$ cat config.mk
export PLATFORM = sky130hd
export DESIGN_NAME = i2c_cmd_front
export DESIGN_NICKNAME = d
export VERILOG_FILES = /design/src/rtl/i2cf_pkg.sv /design/src/rtl/i2cf_regs.sv /design/src/rtl/i2cf_seq.sv /design/src/rtl/i2c_cmd_front.sv
export SDC_FILE = /design/constraint.sdc
export NUM_CORES = 1
export LEC_CHECK = 0
export CAP_MARGIN = 0
export CORE_MARGIN = 10
export CORE_UTILIZATION = 50
export DETAILED_ROUTE_END_ITERATION = 7
export DONT_BUFFER_PORTS = 1
export PLACE_DENSITY = 0.68
export SYNTH_ARGS = -nofsm -noshare
export SYNTH_HDL_FRONTEND = slang
export SYNTH_SLANG_ARGS = --single-unit
$ cat constraint.sdc
create_clock -name clk -period 1.8 [get_ports clk]
set_input_delay 0.27 -clock clk [delete_from_list [all_inputs] [get_ports clk]]
set_output_delay 0.27 -clock clk [all_outputs]
set_load 0.01 [all_outputs]
$ cat src/rtl/i2cf_pkg.sv
package i2cf_pkg;
    localparam int DATA_W = 8;
    localparam int REG_AW = 3;

    typedef logic [DATA_W-1:0] byte_t;

    typedef enum logic [1:0] {
        OP_START = 2'd0,
        OP_SEND  = 2'd1,
        OP_RECV  = 2'd2,
        OP_STOP  = 2'd3
    } bus_op_e;

    typedef enum logic [REG_AW-1:0] {
        RG_SADDR  = 3'd0,
        RG_CTRL   = 3'd1,
        RG_DATA   = 3'd2,
        RG_PERIOD = 3'd3,
        RG_IMASK  = 3'd4,
        RG_IRAW   = 3'd5,
        RG_IMST   = 3'd6,
        RG_CFG    = 3'd7
    } reg_idx_e;

    localparam int CB_RUN   = 0;
    localparam int CB_START = 1;
    localparam int CB_STOP  = 2;
    localparam int SB_IDLE  = 5;
    localparam int CFG_EN   = 4;
    localparam byte_t CFG_KEEP = 8'h31;

    typedef struct packed {
        logic arb;
        logic err;
        logic busy;
    } flags_t;

    typedef struct packed {
        logic busy_set;
        logic busy_clr;
        logic err_set;
        logic err_clr;
        logic arb_set;
        logic arb_clr;
        logic raw_set;
        logic data_load;
    } upd_t;

    function automatic byte_t status_word(flags_t f);
        byte_t w;
        w = '0;
        w[0] = f.busy;
        w[1] = f.err;
        w[2] = f.arb;
        w[SB_IDLE] = 1'b1;
        return w;
    endfunction
endpackage

$ cat src/rtl/i2cf_regs.sv
module i2cf_regs
    import i2cf_pkg::*;
#(
    parameter byte_t PERIOD_RST = 8'd1
) (
    input  logic     clk,
    input  logic     rst,
    input  logic     wr_en,
    input  reg_idx_e wr_idx,
    input  byte_t    wr_data,
    input  reg_idx_e rd_idx,
    input  upd_t     upd,
    input  byte_t    rx_byte,
    output byte_t    rd_data,
    output byte_t    saddr,
    output byte_t    data,
    output logic     cfg_en,
    output flags_t   flags,
    output logic     irq
);
    byte_t  sa_q, dat_q, per_q, cfg_q;
    logic   msk_q, raw_q;
    flags_t fl_q;

    always_ff @(posedge clk) begin
        if (rst) begin
            sa_q  <= '0;
            dat_q <= '0;
            per_q <= PERIOD_RST;
            cfg_q <= '0;
            msk_q <= 1'b0;
            raw_q <= 1'b0;
            fl_q  <= '0;
        end else begin
            if (wr_en) begin
                case (wr_idx)
                    RG_SADDR:  sa_q  <= wr_data;
                    RG_DATA:   dat_q <= wr_data;
                    RG_PERIOD: per_q <= wr_data;
                    RG_IMASK:  msk_q <= wr_data[0];
                    RG_IRAW:   if (wr_data[0]) raw_q <= 1'b0;
                    RG_CFG:    cfg_q <= wr_data & CFG_KEEP;
                    default: ;
                endcase
            end
            if (upd.data_load) dat_q <= rx_byte;
            if (upd.raw_set)   raw_q <= 1'b1;
            if (upd.busy_set)      fl_q.busy <= 1'b1;
            else if (upd.busy_clr) fl_q.busy <= 1'b0;
            if (upd.err_set)       fl_q.err  <= 1'b1;
            else if (upd.err_clr)  fl_q.err  <= 1'b0;
            if (upd.arb_set)       fl_q.arb  <= 1'b1;
            else if (upd.arb_clr)  fl_q.arb  <= 1'b0;
        end
    end

    always_comb begin
        case (rd_idx)
            RG_SADDR:  rd_data = sa_q;
            RG_CTRL:   rd_data = status_word(fl_q);
            RG_DATA:   rd_data = dat_q;
            RG_PERIOD: rd_data = per_q;
            RG_IMASK:  rd_data = {{(DATA_W-1){1'b0}}, msk_q};
            RG_IRAW:   rd_data = {{(DATA_W-1){1'b0}}, raw_q};
            RG_IMST:   rd_data = {{(DATA_W-1){1'b0}}, raw_q & msk_q};
            RG_CFG:    rd_data = cfg_q;
            default:   rd_data = '0;
        endcase
    end

    assign saddr  = sa_q;
    assign data   = dat_q;
    assign cfg_en = cfg_q[CFG_EN];
    assign flags  = fl_q;
    assign irq    = raw_q & msk_q;
endmodule

$ cat src/rtl/i2cf_seq.sv
module i2cf_seq
    import i2cf_pkg::*;
(
    input  logic    clk,
    input  logic    rst,
    input  logic    go,
    input  logic [2:0] go_bits,
    input  logic    busy_i,
    input  logic    line_busy,
    input  byte_t   saddr,
    input  byte_t   data,
    output logic    cmd_valid,
    input  logic    cmd_ready,
    output bus_op_e cmd_op,
    output byte_t   cmd_byte,
    input  logic    rsp_valid,
    input  logic    rsp_ack,
    output upd_t    upd,
    output logic    seq_idle,
    output logic    seq_done
);
    typedef enum logic [2:0] {
        S_IDLE, S_REQ, S_WAIT, S_RUNCHK, S_DONE
    } seq_state_e;

    seq_state_e st_q;
    bus_op_e    op_q;
    logic       run_q, stop_q, from_bus_q, rst_stop_q;

    always_ff @(posedge clk) begin
        if (rst) begin
            st_q       <= S_IDLE;
            op_q       <= OP_START;
            run_q      <= 1'b0;
            stop_q     <= 1'b0;
            from_bus_q <= 1'b0;
            rst_stop_q <= rst_stop_q | busy_i;
        end else begin
            case (st_q)
                S_IDLE: begin
                    if (rst_stop_q) begin
                        op_q       <= OP_STOP;
                        from_bus_q <= 1'b0;
                        st_q       <= S_REQ;
                    end else if (go) begin
                        run_q      <= go_bits[CB_RUN];
                        stop_q     <= go_bits[CB_STOP];
                        from_bus_q <= 1'b1;
                        if (go_bits[CB_START] && !busy_i) begin
                            op_q <= OP_START;
                            st_q <= S_REQ;
                        end else if (go_bits[CB_RUN]) begin
                            st_q <= S_RUNCHK;
                        end else if (go_bits[CB_STOP]) begin
                            op_q <= OP_STOP;
                            st_q <= S_REQ;
                        end else begin
                            st_q <= S_DONE;
                        end
                    end
                end
                S_REQ: if (cmd_ready) st_q <= S_WAIT;
                S_WAIT: if (rsp_valid) begin
                    case (op_q)
                        OP_START: begin
                            if (run_q) st_q <= S_RUNCHK;
                            else if (stop_q) begin
                                op_q <= OP_STOP;
                                st_q <= S_REQ;
                            end else st_q <= S_DONE;
                        end
                        OP_SEND, OP_RECV: begin
                            if (stop_q) begin
                                op_q <= OP_STOP;
                                st_q <= S_REQ;
                            end else st_q <= S_DONE;
                        end
                        default: begin
                            rst_stop_q <= 1'b0;
                            st_q <= from_bus_q ? S_DONE : S_IDLE;
                        end
                    endcase
                end
                S_RUNCHK: begin
                    if (!busy_i || !line_busy) begin
                        if (stop_q) begin
                            op_q <= OP_STOP;
                            st_q <= S_REQ;
                        end else st_q <= S_DONE;
                    end else begin
                        op_q <= saddr[0] ? OP_RECV : OP_SEND;
                        st_q <= S_REQ;
                    end
                end
                S_DONE: st_q <= S_IDLE;
                default: st_q <= S_IDLE;
            endcase
        end
    end

    always_comb begin
        upd = '0;
        if (st_q == S_WAIT && rsp_valid) begin
            case (op_q)
                OP_START: begin
                    if (rsp_ack) begin
                        upd.busy_set = 1'b1;
                        upd.arb_clr  = 1'b1;
                    end else begin
                        upd.arb_set  = 1'b1;
                    end
                end
                OP_SEND: upd.raw_set = 1'b1;
                OP_RECV: begin
                    upd.raw_set   = 1'b1;
                    upd.data_load = 1'b1;
                end
                default: upd.busy_clr = 1'b1;
            endcase
        end else if (st_q == S_RUNCHK) begin
            if (!busy_i || !line_busy) upd.err_set = 1'b1;
            else                       upd.err_clr = 1'b1;
        end
    end

    assign cmd_valid = (st_q == S_REQ);
    assign cmd_op    = op_q;
    assign cmd_byte  = (op_q == OP_START) ? saddr :
                       (op_q == OP_SEND)  ? data  : '0;
    assign seq_idle  = (st_q == S_IDLE) && !rst_stop_q;
    assign seq_done  = (st_q == S_DONE) && from_bus_q;
endmodule

$ cat src/rtl/i2c_cmd_front.sv
module i2c_cmd_front
    import i2cf_pkg::*;
#(
    parameter byte_t PERIOD_RST = 8'd1
) (
    input  logic              clk,
    input  logic              rst,
    input  logic              reg_req,
    input  logic              reg_we,
    input  logic [REG_AW-1:0] reg_addr,
    input  logic [DATA_W-1:0] reg_wdata,
    output logic [DATA_W-1:0] reg_rdata,
    output logic              reg_ack,
    output logic              cmd_valid,
    input  logic              cmd_ready,
    output logic [1:0]        cmd_op,
    output logic [DATA_W-1:0] cmd_byte,
    input  logic              rsp_valid,
    input  logic              rsp_ack,
    input  logic [DATA_W-1:0] rsp_rdata,
    input  logic              line_busy,
    output logic              irq
);
    reg_idx_e idx;
    upd_t     upd;
    flags_t   flags;
    byte_t    saddr, data;
    logic     cfg_en, seq_idle, seq_done, go, wr_en, is_ctrl;
    bus_op_e  op;

    assign idx     = reg_idx_e'(reg_addr);
    assign is_ctrl = (idx == RG_CTRL);
    assign go      = seq_idle && reg_req && reg_we && is_ctrl && cfg_en;
    assign wr_en   = seq_idle && reg_req && reg_we && !is_ctrl;
    assign reg_ack = (seq_idle && reg_req && !go) || (seq_done && reg_req);
    assign cmd_op  = op;

    i2cf_regs #(.PERIOD_RST(PERIOD_RST)) u_regs (
        .clk     (clk),
        .rst     (rst),
        .wr_en   (wr_en),
        .wr_idx  (idx),
        .wr_data (reg_wdata),
        .rd_idx  (idx),
        .upd     (upd),
        .rx_byte (rsp_rdata),
        .rd_data (reg_rdata),
        .saddr   (saddr),
        .data    (data),
        .cfg_en  (cfg_en),
        .flags   (flags),
        .irq     (irq)
    );

    i2cf_seq u_seq (
        .clk       (clk),
        .rst       (rst),
        .go        (go),
        .go_bits   (reg_wdata[2:0]),
        .busy_i    (flags.busy),
        .line_busy (line_busy),
        .saddr     (saddr),
        .data      (data),
        .cmd_valid (cmd_valid),
        .cmd_ready (cmd_ready),
        .cmd_op    (op),
        .cmd_byte  (cmd_byte),
        .rsp_valid (rsp_valid),
        .rsp_ack   (rsp_ack),
        .upd       (upd),
        .seq_idle  (seq_idle),
        .seq_done  (seq_done)
    );
endmodule

==> key figures <==
Run status
  – Status: finished with violations
  – Failing checks: negative setup slack

Routing
  – First-pass DRT Iterations: 4
  – Initial DRC count: roughly 140
  – DRC errors left: 0
  – Drt total wl: about 6.6 mm
  – Antenna viol nets, final: 0
  – Vias/cell: 5.90
  – Via count: 2,200
  – Wire per inst: 17.7 um

GRT
  – Vias in the first global route: 2,096
  – Total congestion overflow: 0
  – Largest net degree at the start of global routing: between 40 and 50
  – Total global-route track usage: 16.9%
  – First-pass GRT wire length: between 10 and 15 mm
  – Antenna violations before repair: 0

Clock network
  – Clock root buffer: clkbuf_8
  – Cts hold-fix bufs: 0
  – Max Root-Sink Buffers: 2
  – Clock sink total: 41
  – CTS tree: done
  – CTS H-tree lvls: 2
  – Worst skew pair latency: 0.30 ns
  – Reg clk slew, reported paths: 0.08 ns
  – Total CTS buffers: 5

Power
  – P per Cell Area: ~830 nW/um^2
  – LEAKAGE: 1.05 nW
  – Total power: 2.39 mW
  – Peak supply drop: 0.537 mV

Worst setup path
  – RR Startpoint: u_seq.st_q[2]
  – Critical Path Stages: 8
  – Critical Path End Type: flop
  – Worst path bufs/invs: 3
  – Startpoint Class: flop
  – Reg2reg path depth: 8
  – Top delay family on crit path: simple AND/OR/NAND/NOR gates
  – Critical Path Max Stage Delay: 0.36 ns
  – CP required: about 2.0 ns
  – Most frequent cell on the critical path: buf_4
  – Launch point of the worst path: u_seq.st_q[2]
  – CP max stage cell: dfxtp_2
  – Reg2Reg Setup Slack: -0.04 ns
  – Critical Setup Path Class: reg -> reg
  – CP arrival: 2.04 ns
  – Crit Path Max Fanout: 6
  – Worst-path cell chain: nor4_4, buf_4, nand3_4, buf_4, nor3_4, buf_4, mux2i_1, nor2_1

Floorplanning
  – IO Count: 48
  – DIE HEIGHT: roughly 90 um
  – Initial Utilization: 51.0%
  – # rows: 25
  – Die width: 89.2 um
  – Die ar.: 7950 sq um
  – Core area: 4690 sq um

STA
  – Fin. Hold Viols: 0
  – Min Tclk post-route: between 1.5 and 2 ns
  – Final-report max-slew violation count: 0
  – Final period util: 102%
  – RSZ-0062 raised after global routing: true
  – Clock skew: 0.00655 ns
  – Worst Tran Pin Value: ~0.49 ns
  – Worst slew margin: 67.5%
  – Final setup viols: 10
  – Max Clock Freq: 0.544 GHz
  – Setup ws final: -0.0396 ns

Logic synthesis
  – Cell Area, Synth: 2390 sq um
  – Xor/xnor share of the synthesized area: less than 1%
  – Adder-Cell Fraction of Synth Area: 2.09%
  – Syn Area/Cell: 8.14 sq um
  – Synthesized Nets: 325
  – Dominant cell type by area after synthesis: dfxtp_1
  – Seq/Total Area, Yosys: about a third
  – Main combinational cell family by area after synthesis: simple AND/OR/NAND/NOR gates
  – Post-synth EDFFs: 1
  – Post-synth ARST share: 0%
  – Post-Syn Instances: roughly 290
  – Main synth FF type: dfxtp_1
  – YS warnings: 0
  – Simple-Gate Fraction of Synth Area: 27.7%
  – Area contributors post-synth: dfxtp_1 (33%), mux2i_1 (11%), nor2_1 (7.4%)
  – Post-synthesis compound-gate area fraction: 16.8%
  – Yosys top cell area share: about a third
  – Synth cell types: 49
  – Mux cell area share after synthesis: 14.1%
  – #FFs+latches synth: 41

Hold path
  – Hold crit path type: in -> reg
  – Worst hold start: rst
  – Hold depth: 1

Place
  – Port Buffers: 0
  – HPWL after detailed placement: 4.73 mm
  – RePlAce Congestion: 0.912

Final layout
  – Most frequent cells in the layout: nor2_1 (47), nand2_1 (37), dfxtp_1 (35)
  – Final Util: 61.1%
  – Nets: approximately 350
  – Layout cells sized above 1: 21.6%
  – N_diodes: 0
  – Area Growth Syn to Fin: 19.8%
  – Commonest non-fill, non-tap cell in the layout: nor2_1

Job
  – Max-cap violations: 0
## registers in the layout, summed over array words and instances, names as in the netlist
signal	flops
u_seq.stop_q	1
u_seq.rst_stop_q	1
u_seq.cmd_op	2
u_seq.run_q	1
u_regs.cfg_q	3
u_regs.flags	3
u_seq.st_q	3
u_regs.raw_q	1
u_regs.per_q	8
u_seq.from_bus_q	1
u_regs.msk_q	1
u_regs.data	8
u_regs.saddr	8
## worst register-to-register path, delay by kind of cell, from the launching register on
family                 cells  cell delay, ns
flip-flops                 1            0.36
AND/OR/NAND/NOR            4            0.68
buffers and inverters      3            0.53
multiplexers               1            0.18
## repair_timing
action / CTS / global route
gates resized for setup: 10 / 19
setup buffers: 1 / 5
pin swaps: 3 / 8
setup endpoints to repair: 10 / 40
## cell usage after synthesis, drive strengths merged, types with 2 or more instances
library cell,n
o211ai,2
dfxtp,40
nand3b,2
a21oi,12
nor2b,7
and3b,2
nand2,37
inv,6
clkbuf,15
nor2,47
a31oi,4
mux2i,27
nor3b,2
ha,4
and2,3
o21ai,18
buf,5
nor3,2
mux4,3
nand2b,5
o22ai,2
a311oi,9
or3,4
nor4,5
nand3,13
## layout make-up
class | instances | area [sq um]
Tap cell | 54 | 67.6
Multi-Input combinational cell | 227 | 1520
Inverter | 6 | 22.5
Clock inverter | 2 | 13.8
Clock buffer | 6 | 82.6
Sequential cell | 41 | 837
Fill cell | 428 | 1830
Timing Repair Buffer | 37 | 323
## per-stage QoR
stage | instances | setup slack, ns | area, sq um | hold WS, ns | setup TNS, ns
after global placement | 359 | 0.0502 | 2650 | 0.348 | 0
after floorplan | 294 | 0.0107 | 2400 | 0.386 | 0
after detailed placement | 359 | -0.0222 | 2650 | 0.349 | -0.0222
after CTS | 368 | -0.00957 | 2770 | 0.0283 | -0.0252
after global routing | 373 | -0.148 | 2870 | 0.0228 | -2.93
final | 373 | -0.0396 | 2870 | 0.0411 | -0.208
## power by group
| group | switching [mW] | total [mW] | internal, mW |
|---|---|---|---|
| Combinational | 0.402 | 0.747 | 0.345 |
| Sequential | 0.0454 | 1.01 | 0.960 |
| Clock | 0.330 | 0.641 | 0.311 |
| Total | 0.778 | 2.39 | 1.62 |
## path summary, 6_finish.rpt
| path | end |
|---|---|
| max | u_regs.per_q[4] |
| min | u_seq.cmd_op[0] |
| max reg2reg | u_regs.per_q[4] |
| min reg2reg | u_regs.raw_q |
## layer usage
layer,wire length (um),vias up,GRT usage (%)
met4,95,0,5.35
met3,441,6,5.56
met2,3000,49,26.2
met1,3060,1047,21.6
met5,0,-,0
li1,-,1098,-
## cells by family after synthesis
family / after synthesis
simple gates: 132
compound gates: 60
flops: 41
mux: 30
buf+inv: 26
fa+ha+maj: 4
xor+xnor: 1
No activity file was read; power rests on OpenSTA's default activity.
